### src/rtl/wscalc_pkg.sv
package wscalc_pkg;

  localparam int unsigned COST_W = 5;

  typedef logic [COST_W-1:0] cost_t;

  typedef enum logic [1:0] {
    WIDTH_8   = 2'b00,
    WIDTH_16  = 2'b01,
    WIDTH_32  = 2'b10,
    WIDTH_RSV = 2'b11
  } accWidth_e;

  // strobes from control to datapath
  typedef struct packed {
    logic captureReq;
    logic loadCtl;
  } ctlStrobes_t;

  // non-sequential cartridge cost, indexed by a 2-bit field
  function automatic cost_t firstCost(input logic [1:0] idx);
    case (idx)
      2'd0:    firstCost = cost_t'(4);
      2'd1:    firstCost = cost_t'(3);
      2'd2:    firstCost = cost_t'(2);
      default: firstCost = cost_t'(8);
    endcase
  endfunction

  // sequential cartridge cost, indexed by a 1-bit field
  function automatic cost_t secondCost(input logic idx);
    secondCost = idx ? cost_t'(1) : cost_t'(2);
  endfunction

endpackage

### src/rtl/wscalc_ctrl.sv
module wscalc_ctrl
  import wscalc_pkg::*;
(
  input  logic        clk,
  input  logic        rstN,
  input  logic        reqValid,
  input  logic        regWrEn,
  output ctlStrobes_t strobes,
  output logic        costValid
);

  always_comb begin
    strobes.captureReq = reqValid;
    strobes.loadCtl    = regWrEn;
  end

  always_ff @(posedge clk) begin
    if (!rstN) costValid <= 1'b0;
    else       costValid <= reqValid;
  end

endmodule

### src/rtl/wscalc_dp.sv
module wscalc_dp
  import wscalc_pkg::*;
#(
  parameter int unsigned REG_W    = 16,
  parameter int unsigned NUM_CART = 3
) (
  input  logic             clk,
  input  logic             rstN,
  input  ctlStrobes_t      strobes,
  input  logic [7:0]       regionByte,
  input  logic             reqSeq,
  input  logic [1:0]       reqWidth,
  input  logic             hDrawActive,
  input  logic [REG_W-1:0] regWrData,
  output logic [REG_W-1:0] regRdData,
  output cost_t            costCycles
);

  localparam logic [7:0] EXT_RAM   = 8'h02;
  localparam logic [7:0] PAL_RAM   = 8'h05;
  localparam logic [7:0] VID_RAM   = 8'h06;
  localparam logic [7:0] OBJ_RAM   = 8'h07;
  localparam logic [7:0] CART_BASE = 8'h08;
  localparam int unsigned FIELD_LSB  = 2;
  localparam int unsigned FIELD_STEP = 3;

  logic [REG_W-1:0] waitCtl;
  cost_t            nsCost [NUM_CART];
  cost_t            sqCost [NUM_CART];
  cost_t            nextCost;

  always_ff @(posedge clk) begin
    if (!rstN)                waitCtl <= '0;
    else if (strobes.loadCtl) waitCtl <= regWrData;
  end

  assign regRdData = waitCtl;

  // per-region table lookups
  for (genvar k = 0; k < NUM_CART; k++) begin : g_cart
    localparam int unsigned BASE = FIELD_LSB + FIELD_STEP * k;
    assign nsCost[k] = firstCost(waitCtl[BASE +: 2]);
    assign sqCost[k] = secondCost(waitCtl[BASE + 2]);
  end

  always_comb begin
    logic  isWide;
    cost_t ns;
    cost_t sq;
    logic  cartHit;
    isWide  = (reqWidth == WIDTH_32);
    ns      = '0;
    sq      = '0;
    cartHit = 1'b0;
    for (int k = 0; k < NUM_CART; k++) begin
      if (regionByte == CART_BASE + 8'(2 * k)) begin
        cartHit = 1'b1;
        ns      = nsCost[k];
        sq      = sqCost[k];
      end
    end
    nextCost = '0;
    if (cartHit) begin
      if (reqSeq) nextCost = isWide ? cost_t'(sq + sq) : sq;
      else        nextCost = isWide ? cost_t'(ns + sq) : ns;
    end else begin
      case (regionByte)
        EXT_RAM:                   nextCost = isWide ? cost_t'(6) : cost_t'(3);
        PAL_RAM, VID_RAM, OBJ_RAM: nextCost = (isWide ? cost_t'(2) : cost_t'(1))
                                              + cost_t'(hDrawActive);
        default:                   nextCost = '0;
      endcase
    end
  end

  always_ff @(posedge clk) begin
    if (!rstN)                   costCycles <= '0;
    else if (strobes.captureReq) costCycles <= nextCost;
  end

endmodule

### src/rtl/wait_cost_calc.sv
module wait_cost_calc
  import wscalc_pkg::*;
#(
  parameter int unsigned ADDR_W = 32,
  parameter int unsigned REG_W  = 16
) (
  input  logic              clk,
  input  logic              rstN,
  input  logic              reqValid,
  input  logic [ADDR_W-1:0] reqAddr,
  input  logic              reqSeq,
  input  logic [1:0]        reqWidth,
  input  logic              hDrawActive,
  input  logic              regWrEn,
  input  logic [REG_W-1:0]  regWrData,
  output logic [REG_W-1:0]  regRdData,
  output logic              costValid,
  output logic [COST_W-1:0] costCycles
);

  ctlStrobes_t strobes;

  wscalc_ctrl u_ctrl (
    .clk       (clk),
    .rstN      (rstN),
    .reqValid  (reqValid),
    .regWrEn   (regWrEn),
    .strobes   (strobes),
    .costValid (costValid)
  );

  wscalc_dp #(.REG_W(REG_W), .NUM_CART(3)) u_dp (
    .clk         (clk),
    .rstN        (rstN),
    .strobes     (strobes),
    .regionByte  (reqAddr[ADDR_W-1 -: 8]),
    .reqSeq      (reqSeq),
    .reqWidth    (reqWidth),
    .hDrawActive (hDrawActive),
    .regWrData   (regWrData),
    .regRdData   (regRdData),
    .costCycles  (costCycles)
  );

endmodule

### config.mk
export PLATFORM = sky130hd
export DESIGN_NAME = wait_cost_calc
export DESIGN_NICKNAME = d
export VERILOG_FILES = /design/src/rtl/wscalc_pkg.sv /design/src/rtl/wscalc_ctrl.sv /design/src/rtl/wscalc_dp.sv /design/src/rtl/wait_cost_calc.sv
export SDC_FILE = /design/constraint.sdc
export NUM_CORES = 1
export LEC_CHECK = 0
export ABC_AREA = 1
export BUFFER_PORTS_ARGS = -buffer_cell sky130_fd_sc_hd__buf_2
export CAP_MARGIN = 25
export CELL_PAD_IN_SITES_DETAIL_PLACEMENT = 1
export CELL_PAD_IN_SITES_GLOBAL_PLACEMENT = 1
export CORE_MARGIN = 2
export CORE_UTILIZATION = 27
export DETAILED_ROUTE_END_ITERATION = 8
export PLACE_DENSITY = 0.75
export REMOVE_ABC_BUFFERS = 1
export SLEW_MARGIN = 20
export SYNTH_ARGS = -nofsm -noshare
export SYNTH_HDL_FRONTEND = slang
export SYNTH_SLANG_ARGS = --single-unit
### constraint.sdc
create_clock -name clk -period 1.9 [get_ports clk]
set_input_delay 0.285 -clock clk [delete_from_list [all_inputs] [get_ports clk]]
set_output_delay 0.285 -clock clk [all_outputs]
set_load 0.02 [all_outputs]
After elaboration in Yosys (flattened, before gate mapping)
Cells that the tools add are included.
- register bits: 22
- bits of input ports: 56
- output and inout bits: 22
- logic and storage cells: 46
- add/sub/neg operators: 3
- equal/unequal tests: 14
- multiplexer cells: 22
- reduce and logical (&&, ||, !) cells: 4
- operators by type and width (cell ; number):
    2-to-1 mux 5 bit ; 8
    case mux 4 bit (3 select lines) ; 3
    equality test 8 x 3 -> 1 bit, second input constant ; 3
    equality test 8 x 4 -> 1 bit, second input constant ; 3
    adder 5 bit ; 2
    case mux 5 bit (2 select lines) ; 1
    equality test 2 bit, second input constant ; 4
    equality test 8 x 2 -> 1 bit, second input constant ; 1
    2-to-1 mux 2 bit ; 4
    2-to-1 mux 4 bit ; 2
    equality test 2 x 1 -> 1 bit, second input constant ; 3
    zero test 2 bit ; 3
    adder 5 x 1 -> 5 bit ; 1
    2-to-1 mux 1 bit ; 3
    2-to-1 mux 3 bit ; 1
    OR reduction 3 bit ; 1

Logic depth before layout (Yosys ltp)
Gate-level depths: netlist of the first run.
- word-level depth: 9
- depth in mapped cells: 17

Cells and area by module
Synthesis of the first run repeated with hierarchy kept, for this count alone.
- cells, all modules: 221
- area, all modules: 1527.7 sq um
- modules (own cells, without submodules) (module ; instances ; cells an instance ; area each (sq um)):
    wscalc_dp ; 1 ; 216 ; 1485.2
    wscalc_ctrl ; 1 ; 5 ; 42.5

Least setup slack after synthesis of the first run
OpenSTA, ideal clock, no wires.
- kind: reg2reg
- start: register u_dp.waitCtl[3] (netlist: u_dp.regRdData[3])
- end: register u_dp.costCycles[1]
- library setup time: 0.117 ns
- arrival: 2.019 ns
- required time: 1.783 ns
- path slack: -0.236 ns
- stages on the path, launching flop included: 15
- cells stage by stage: dfxtp_1 inv_1 ha_1 nand3_1 nand3_1 o21ai_1 inv_1 ha_1 fa_1 o21ai_0 inv_1 nand2_1 nand3_1 nand2_1 a21oi_2
- cells in the longest elaborated chain, start to end: 9
- elaborated cells between the ends (all ways): 11
- those cells by class: add/sub (1); eq/ne (2); mux (7); reduce/logical (1)
- ends and longest elaborated chain (item ; RTL line ; RTL):
    start, declared ; wscalc_dp.sv:27 ; logic [REG_W-1:0] waitCtl;
    start signal, assigned ; wscalc_dp.sv:34 ; else if (strobes.loadCtl) waitCtl <= regWrData;
    equality test 2 bit (tied with other cells) ; wscalc_pkg.sv:22 ; case (idx)
    case mux 4 bit (3 select lines) * ; wscalc_pkg.sv:22 ;
    2-to-1 mux 4 bit * (2 in a row) ; wscalc_dp.sv:56 ; if (regionByte == CART_BASE + 8'(2 * k)) begin
    2-to-1 mux 5 bit * ; wscalc_dp.sv:56 ;
    adder 5 bit ; wscalc_dp.sv:65 ; else nextCost = isWide ? cost_t'(ns + sq) : ns;
    2-to-1 mux 5 bit * ; wscalc_dp.sv:65 ;
    2-to-1 mux 5 bit * ; wscalc_dp.sv:64 ; if (reqSeq) nextCost = isWide ? cost_t'(sq + sq) : sq;
    2-to-1 mux 5 bit * ; wscalc_dp.sv:63 ; if (cartHit) begin
    end signal, assigned ; wscalc_dp.sv:78 ; else if (strobes.captureReq) costCycles <= nextCost;
    end, declared ; wscalc_dp.sv:16 ; output cost_t costCycles
Every way passes the cells marked *; elsewhere a longest branch is shown, timed or not.
A chain may end at the register's enable or synchronous reset.

Final worst setup path of the first run
- start: input reqAddr[24]
- end: register u_dp.costCycles[1]
- cells in the longest elaborated chain, start to end: 8
- elaborated cells between the ends (all ways): 24
- those cells by class: add/sub (2); eq/ne (7); mux (14); reduce/logical (1)
- ends and longest elaborated chain (item ; RTL line ; RTL):
    start, declared ; wait_cost_calc.sv:10 ; input logic [ADDR_W-1:0] reqAddr,
    equality test 8 x 4 -> 1 bit ; wscalc_dp.sv:56 ;
    2-to-1 mux 4 bit or 2-to-1 mux 5 bit (tied branches) (2 in a row) ; wscalc_dp.sv:56 ;
    2-to-1 mux 5 bit ; wscalc_dp.sv:56 ;
    adder 5 bit (on tied branches) ; wscalc_dp.sv:65, wscalc_dp.sv:64 ;
    2-to-1 mux 5 bit (on tied branches) ; wscalc_dp.sv:65, wscalc_dp.sv:64 ;
    2-to-1 mux 5 bit ; wscalc_dp.sv:64 ;
    2-to-1 mux 5 bit * ; wscalc_dp.sv:63 ;
Marks and branches as above.

==> results of run 1 <==
-- stage by stage --
step,utilization [%],hold WS [ns],area (sq um),power (mW)
after floorplan,-,0.378,1440,0.630
after global placement,39.5,0.457,2040,0.751
after detailed placement,39.5,0.456,2040,0.762
after CTS,44.4,0.244,2290,1.09
after global routing,46.4,0.250,2400,1.16
final,46.4,0.247,2400,1.09
-- final cells by class --
class / count / area [sq um]
clock buffer: 3 / 41.3
fill: 667 / 2770
inverter: 30 / 118
multi-input combinational: 152 / 1040
sequential: 22 / 453
tap: 70 / 87.6
timing repair buffer: 104 / 659
-- cell families (layout without fill, tap and decap cells) --
kind of cell | Yosys count | after routing | synth area share, %
flops | 22 | 22 | 30.0
simple gates | 100 | 100 | 34.6
buf+inv | 35 | 137 | 9.45
compound gates | 38 | 38 | 13.5
fa+ha+maj | 14 | 14 | 12.4
-- repair_timing --
| item | in CTS | in global routing |
|---|---|---|
| pin swaps | 18 | 18 |
| hold endpoints to repair | 0 | 0 |
| endpoints found under the setup margin | 4 | 4 |
| setup buffers | 13 | 5 |
| gates resized for setup | 39 | 17 |
-- worst max-delay path, stage by stage --
cell and delay, ns:
buf_2 0.10, inv_2 0.04, nand2_1 0.12, nor2_4 0.17, nand2_4 0.09, buf_4 0.15, a21boi_0 0.24, buf_4 0.19
fa_2 0.43, o21ai_2 0.12, inv_1 0.06, nand2_1 0.06, nand3_1 0.07, nand2_1 0.08, a21oi_2 0.05
-- worst min-delay path by stage --
stage	startpoint	endpoint
6_report	regWrData[14]	u_dp.regRdData[14]$_SDFFE_PN0P_
5_1_grt	regWrData[10]	u_dp.regRdData[10]$_SDFFE_PN0P_
4_1_cts	regWrData[14]	u_dp.regRdData[14]$_SDFFE_PN0P_
3_5_place_dp	u_dp.costCycles[0]$_SDFFE_PN0P_	u_dp.costCycles[0]$_SDFFE_PN0P_
3_3_place_gp	u_dp.costCycles[2]$_SDFFE_PN0P_	u_dp.costCycles[2]$_SDFFE_PN0P_
2_1_floorplan	reqValid	u_ctrl.costValid$_SDFF_PN0_
-- layout by cell type, fill, tap and decap left out, drive strengths merged, types with 2 or more instances in the layout --
cell,Yosys,layout
a21oi,14,14
buf,2,104
clkbuf,3,3
dfxtp,22,22
ha,13,13
inv,29,29
nand2,34,34
nand3,28,28
nand4,3,3
nor2,31,31
o21ai,21,21
or2,2,2
-- sequential cells by signal, indices dropped and copies added, names as in the netlist --
| register | count |
|---|---|
| u_dp.regRdData | 16 |
| u_ctrl.costValid | 1 |
| u_dp.costCycles | 5 |
-- where the power goes --
group,switching (mW),internal (mW)
Sequential,0.0191,0.487
Combinational,0.161,0.130
Clock,0.153,0.142
-- routing by layer --
metal	vias to the layer above	wire (microns)	global-route usage [%]	share of wire (%)
met3	8	249	3.72	4.9
li1	884	-	-	-
met5	-	0	0	0
met1	820	2190	19.0	43
met2	42	2610	30.5	51
met4	0	66	4.64	1.3
-- synth_stat cells (all sizes together) --
cell type,instances
a21boi,1
a21oi,14
a31oi,1
and2,1
buf,2
clkbuf,3
clkinv,1
dfxtp,22
fa,1
ha,13
inv,29
nand2,34
nand3,28
nand4,3
nor2,31
nor3,1
o21ai,21
o22ai,1
or2,2
==> impl_metrics.tcl, run 1 <==
set metrics [dict create \
    cp.required_ns 2.06 \
    cts_tree "built" \
    setup_viol_count_final 3 \
    wire_per_inst_microns 13.4 \
    diodes 0 \
    cap_violations 0 \
    dieHeight_microns 77.8 \
    row_count 26 \
    syn_area_sq_um 1470 \
    r2r_start "u_dp.regRdData[9]$_SDFFE_PN0P_" \
    synth.ff_latch_count 22 \
    drt-pass1-iter-count 4 \
    avgViaCountPerCell 4.60 \
    core_area_sq_um 5170 \
    die_w_microns 77.8 \
    clk_latency_ns 0.26 \
    nets 383 \
    ys_warn_count 0 \
    pin_count 78 \
    end_kind "flop" \
    clk_pin_slew_worst_paths_ns 0.08 \
    fmax_mhz 473 \
    post-dp-hpwl_microns 3470 \
    power_density_nw_per_um2 455 \
    endpoint "u_dp.costCycles[1]$_SDFFE_PN0P_" \
    cp.arrival_ns 2.27 \
    final_max_slew_viol_count 0 \
    drt_iter0_markers 68 \
    period_minus_slack_ns 2.12 \
    ant_nets 0 \
    grt_pass1_vias 1844 \
    cts_made_buffers 3 \
    post-synth-top-area-fraction_pct 30.0 \
    numPortBuffers 53 \
    placed_cells 360 \
    drc 0 \
    crit_type "in2reg" \
    critPathLaunchType "input pin" \
    netlist_instances 209 \
    cts-root-buf "clkbuf_8" \
    synth_area_leaders "dfxtp_1 (30%), ha_1 (11%), nand3_1 (8.5%), nand2_1 (6.9%), nor2_1 (6.9%)" \
    clock_sinks 22 \
    area_delta_synth_final_pct 63.5 \
    die-area_sq_um 6050 \
    p_leak_nw 1.24 \
    grt_pass1_wl_microns 8200 \
    final_cells 381 \
    violations "setup timing" \
    setup_tns_ns -0.351 \
    worst_clock_skew_ns 0.000825 \
    grt_util_all_layers_pct 16.6 \
    grt_overflow 0 \
    period_share_pct 111 \
    setup_slack_ns -0.215 \
    finalHoldViolations 0 \
    max_slew_margin_pct 57.4 \
    startpoint "reqAddr[24]" \
    worstHoldPathCells 3 \
    num_vias 1754 \
    yosysSeqAreaShare_pct 30.0 \
    r2r_setup_slack_ns -0.15 \
    status "complete, but fails checks" \
    cts_buffer_depth 2 \
    yosysTopAreaCell "dfxtp_1" \
    wl_microns 5110 \
    hold_path_class "in2reg" \
    reg2reg_to "u_dp.costCycles[1]$_SDFFE_PN0P_" \
    r2r_cells 12 \
    synth.avg_cell_area_sq_um 7.03 \
    path_max_fanout 6 \
    drive_gt1_share_pct 54.0 \
    dp_slack_ns -0.352 \
    antenna_found_initial 0 \
    holdBufCountCts 0 \
    tightest_slew_ns 0.639 \
    grt_max_degree 24 \
    htree_num_levels 1 \
    rsz0062_at_grt "true" \
    start_util_pct 28.4 \
    irDropWorstVdd_mv 0.327 \
    globalplace.congestion 0.836 \
    yosysUniqueCellTypes 28 \
]
(Power assumes the default switching activity.)
==> inputs of run 2 (changes only) <==
--- a/config.mk
+++ b/config.mk
@@ -11,9 +11,9 @@
 export CELL_PAD_IN_SITES_DETAIL_PLACEMENT = 1
 export CELL_PAD_IN_SITES_GLOBAL_PLACEMENT = 1
 export CORE_MARGIN = 2
-export CORE_UTILIZATION = 27
+export CORE_UTILIZATION = 30
 export DETAILED_ROUTE_END_ITERATION = 8
-export PLACE_DENSITY = 0.75
+export PLACE_DENSITY = 0.79
 export REMOVE_ABC_BUFFERS = 1
 export SLEW_MARGIN = 20
 export SYNTH_ARGS = -nofsm -noshare
==> constraint.sdc (replaced) <==
create_clock -name clk -period 2.31 [get_ports clk]
set_input_delay 0.3465 -clock clk [delete_from_list [all_inputs] [get_ports clk]]
set_output_delay 0.3465 -clock clk [all_outputs]
set_load 0.02 [all_outputs]
==> run 2 against run 1 <==
Against the previous run: the flow now finishes without violations; die area fell by 9.5%; via count decreased by 8.6%; first-iteration DRC count down 54%; sequential share of layout area grew 3.8 points; power is 20% lower; flip-flop and latch count unchanged; global-route usage down 0.34 points; cell count fell by 10%; combinational power down 41%; register-to-register slack better by 0.29 ns.
==> impl_metrics.tcl, run 2 (same netlist as run 1, synthesis figures left out) <==
set metrics [dict create \
    setup_tns_ns 0 \
    totalPowerFinal_uw 870 \
    clk_latency_ns 0.27 \
    antenna_found_initial 0 \
    placed_cells 338 \
    postCtsSetupRepairBufs 0 \
    startpoint "u_dp.regRdData[8]$_SDFFE_PN0P_" \
    period_minus_slack_ns 2.17 \
    core_area_sq_um 4720 \
    fmax_mhz 461 \
    setup_viol_count_final 0 \
    start_util_pct 31.1 \
    r2r_cells 12 \
    avgViaCountPerCell 4.69 \
    largest_reg_flops 16 \
    grt_util_all_layers_pct 16.2 \
    tightest_slew_ns 0.613 \
    hold_path_class "in2reg" \
    cts_resized 0 \
    num_vias 1603 \
    p_leak_nw 1.06 \
    post-dp-hpwl_microns 3290 \
    wl_microns 4000 \
    finalHoldViolations 0 \
    htree_num_levels 1 \
    max_slew_margin_pct 59.1 \
    worst_clock_skew_ns 0.00216 \
    grt_max_degree 24 \
    area_delta_synth_final_pct 33.1 \
    crit_type "reg2reg" \
    critPathLaunchType "flop" \
    die-area_sq_um 5470 \
    setup_slack_ns 0.139 \
    cts-root-buf "clkbuf_8" \
    power_density_nw_per_um2 445 \
    cts_buffer_depth 2 \
    final_cells 342 \
    drc 0 \
    irDropWorstVdd_mv 0.322 \
    r2r_setup_slack_ns 0.14 \
    final_common_cell "buf_2" \
    status "complete, no violations" \
    final-seq-area_sq_um 444 \
    dpl_cell_area_sq_um 1900 \
    numPortBuffers 53 \
    period_share_pct 94.0 \
    grt_overflow 0 \
    grt_pass1_wl_microns 6930 \
    end_kind "flop" \
    wire_per_inst_microns 11.7 \
    ant_nets 0 \
    fill_cells 608 \
    cap_violations 0 \
    grt_pass1_vias 1660 \
    r2r_start "u_dp.regRdData[8]$_SDFFE_PN0P_" \
    reg2reg_to "u_dp.costCycles[1]$_SDFFE_PN0P_" \
    holdBufCountCts 0 \
    clk_pin_slew_worst_paths_ns 0.08 \
    globalplace.congestion 0.830 \
    cp.arrival_ns 2.33 \
    rsz0062_at_grt "false" \
    drt-pass1-iter-count 4 \
    multi_input_area_sq_um 890 \
    cp.required_ns 2.47 \
    diodes 0 \
    path_max_fanout 4 \
    endpoint "u_dp.costCycles[1]$_SDFFE_PN0P_" \
    nets 346 \
    pin_count 78 \
    drive_gt1_share_pct 34.2 \
    drt_iter0_markers 31 \
    cts_made_buffers 3 \
    most-common-layout-cells "buf_2 (53), nand2_1 (27), nor2_1 (27)" \
    dieHeight_microns 74.0 \
    cts_tree "built" \
    final_max_slew_viol_count 0 \
    dp_slack_ns -0.0917 \
    clock_sinks 22 \
    die_w_microns 74.0 \
    row_count 25 \
    fin_area_sq_um 1960 \
]
run 2: final cells by class:
type / count / area share, %
Clock buffer: 4 / 2.82
Sequential cell: 22 / 22.7
Tap cell: 67 / 4.29
Timing Repair Buffer: 67 / 18.9
Multi-Input combinational cell: 152 / 45.5
Inverter: 30 / 5.76
run 2: worst min path at each step:
stage	slack (ns)	cells after the start	endpoint	start
2_1_floorplan	0.44	2	u_ctrl.costValid$_SDFF_PN0_	reqValid
3_3_place_gp	0.45	2	u_dp.costCycles[2]$_SDFFE_PN0P_	u_dp.costCycles[2]$_SDFFE_PN0P_
3_5_place_dp	0.46	2	u_dp.costCycles[2]$_SDFFE_PN0P_	u_dp.costCycles[2]$_SDFFE_PN0P_
4_1_cts	0.29	3	u_dp.regRdData[15]$_SDFFE_PN0P_	regWrData[15]
5_1_grt	0.30	3	u_dp.regRdData[7]$_SDFFE_PN0P_	regWrData[7]
6_report	0.30	3	u_dp.regRdData[14]$_SDFFE_PN0P_	regWrData[14]
run 2: per-stage QoR:
step,hold slack [ns],utilization (%)
2_1_floorplan,0.440,-
3_3_place_gp,0.455,40.2
3_5_place_dp,0.458,40.2
4_1_cts,0.291,41.3
5_1_grt,0.301,41.4
6_report,0.298,41.4
run 2: power breakdown:
group,switching [mW],total (mW),internal [mW]
Combinational,0.109,0.173,0.0643
Sequential,0.0142,0.415,0.401
Clock,0.131,0.283,0.152
Total,0.253,0.870,0.617
run 2: per-layer routing:
| layer | share of wire, % | track usage, % |
|---|---|---|
| met3 | 5.7 | 2.71 |
| met1 | 43 | 18.4 |
| met5 | 0 | 0 |
| met2 | 48 | 29.1 |
| met4 | 3.6 | 8.48 |
run 2: critical path: stages (launching register included):
cell and delay (ns):
dfxtp_2 0.36, inv_1 0.06, ha_1 0.28, or2_0 0.23, nand2_1 0.10, inv_1 0.08
fa_1 0.46, o21ai_0 0.17, inv_1 0.06, nand2_1 0.07, nand3_1 0.06, nand2_1 0.08
a21oi_2 0.05
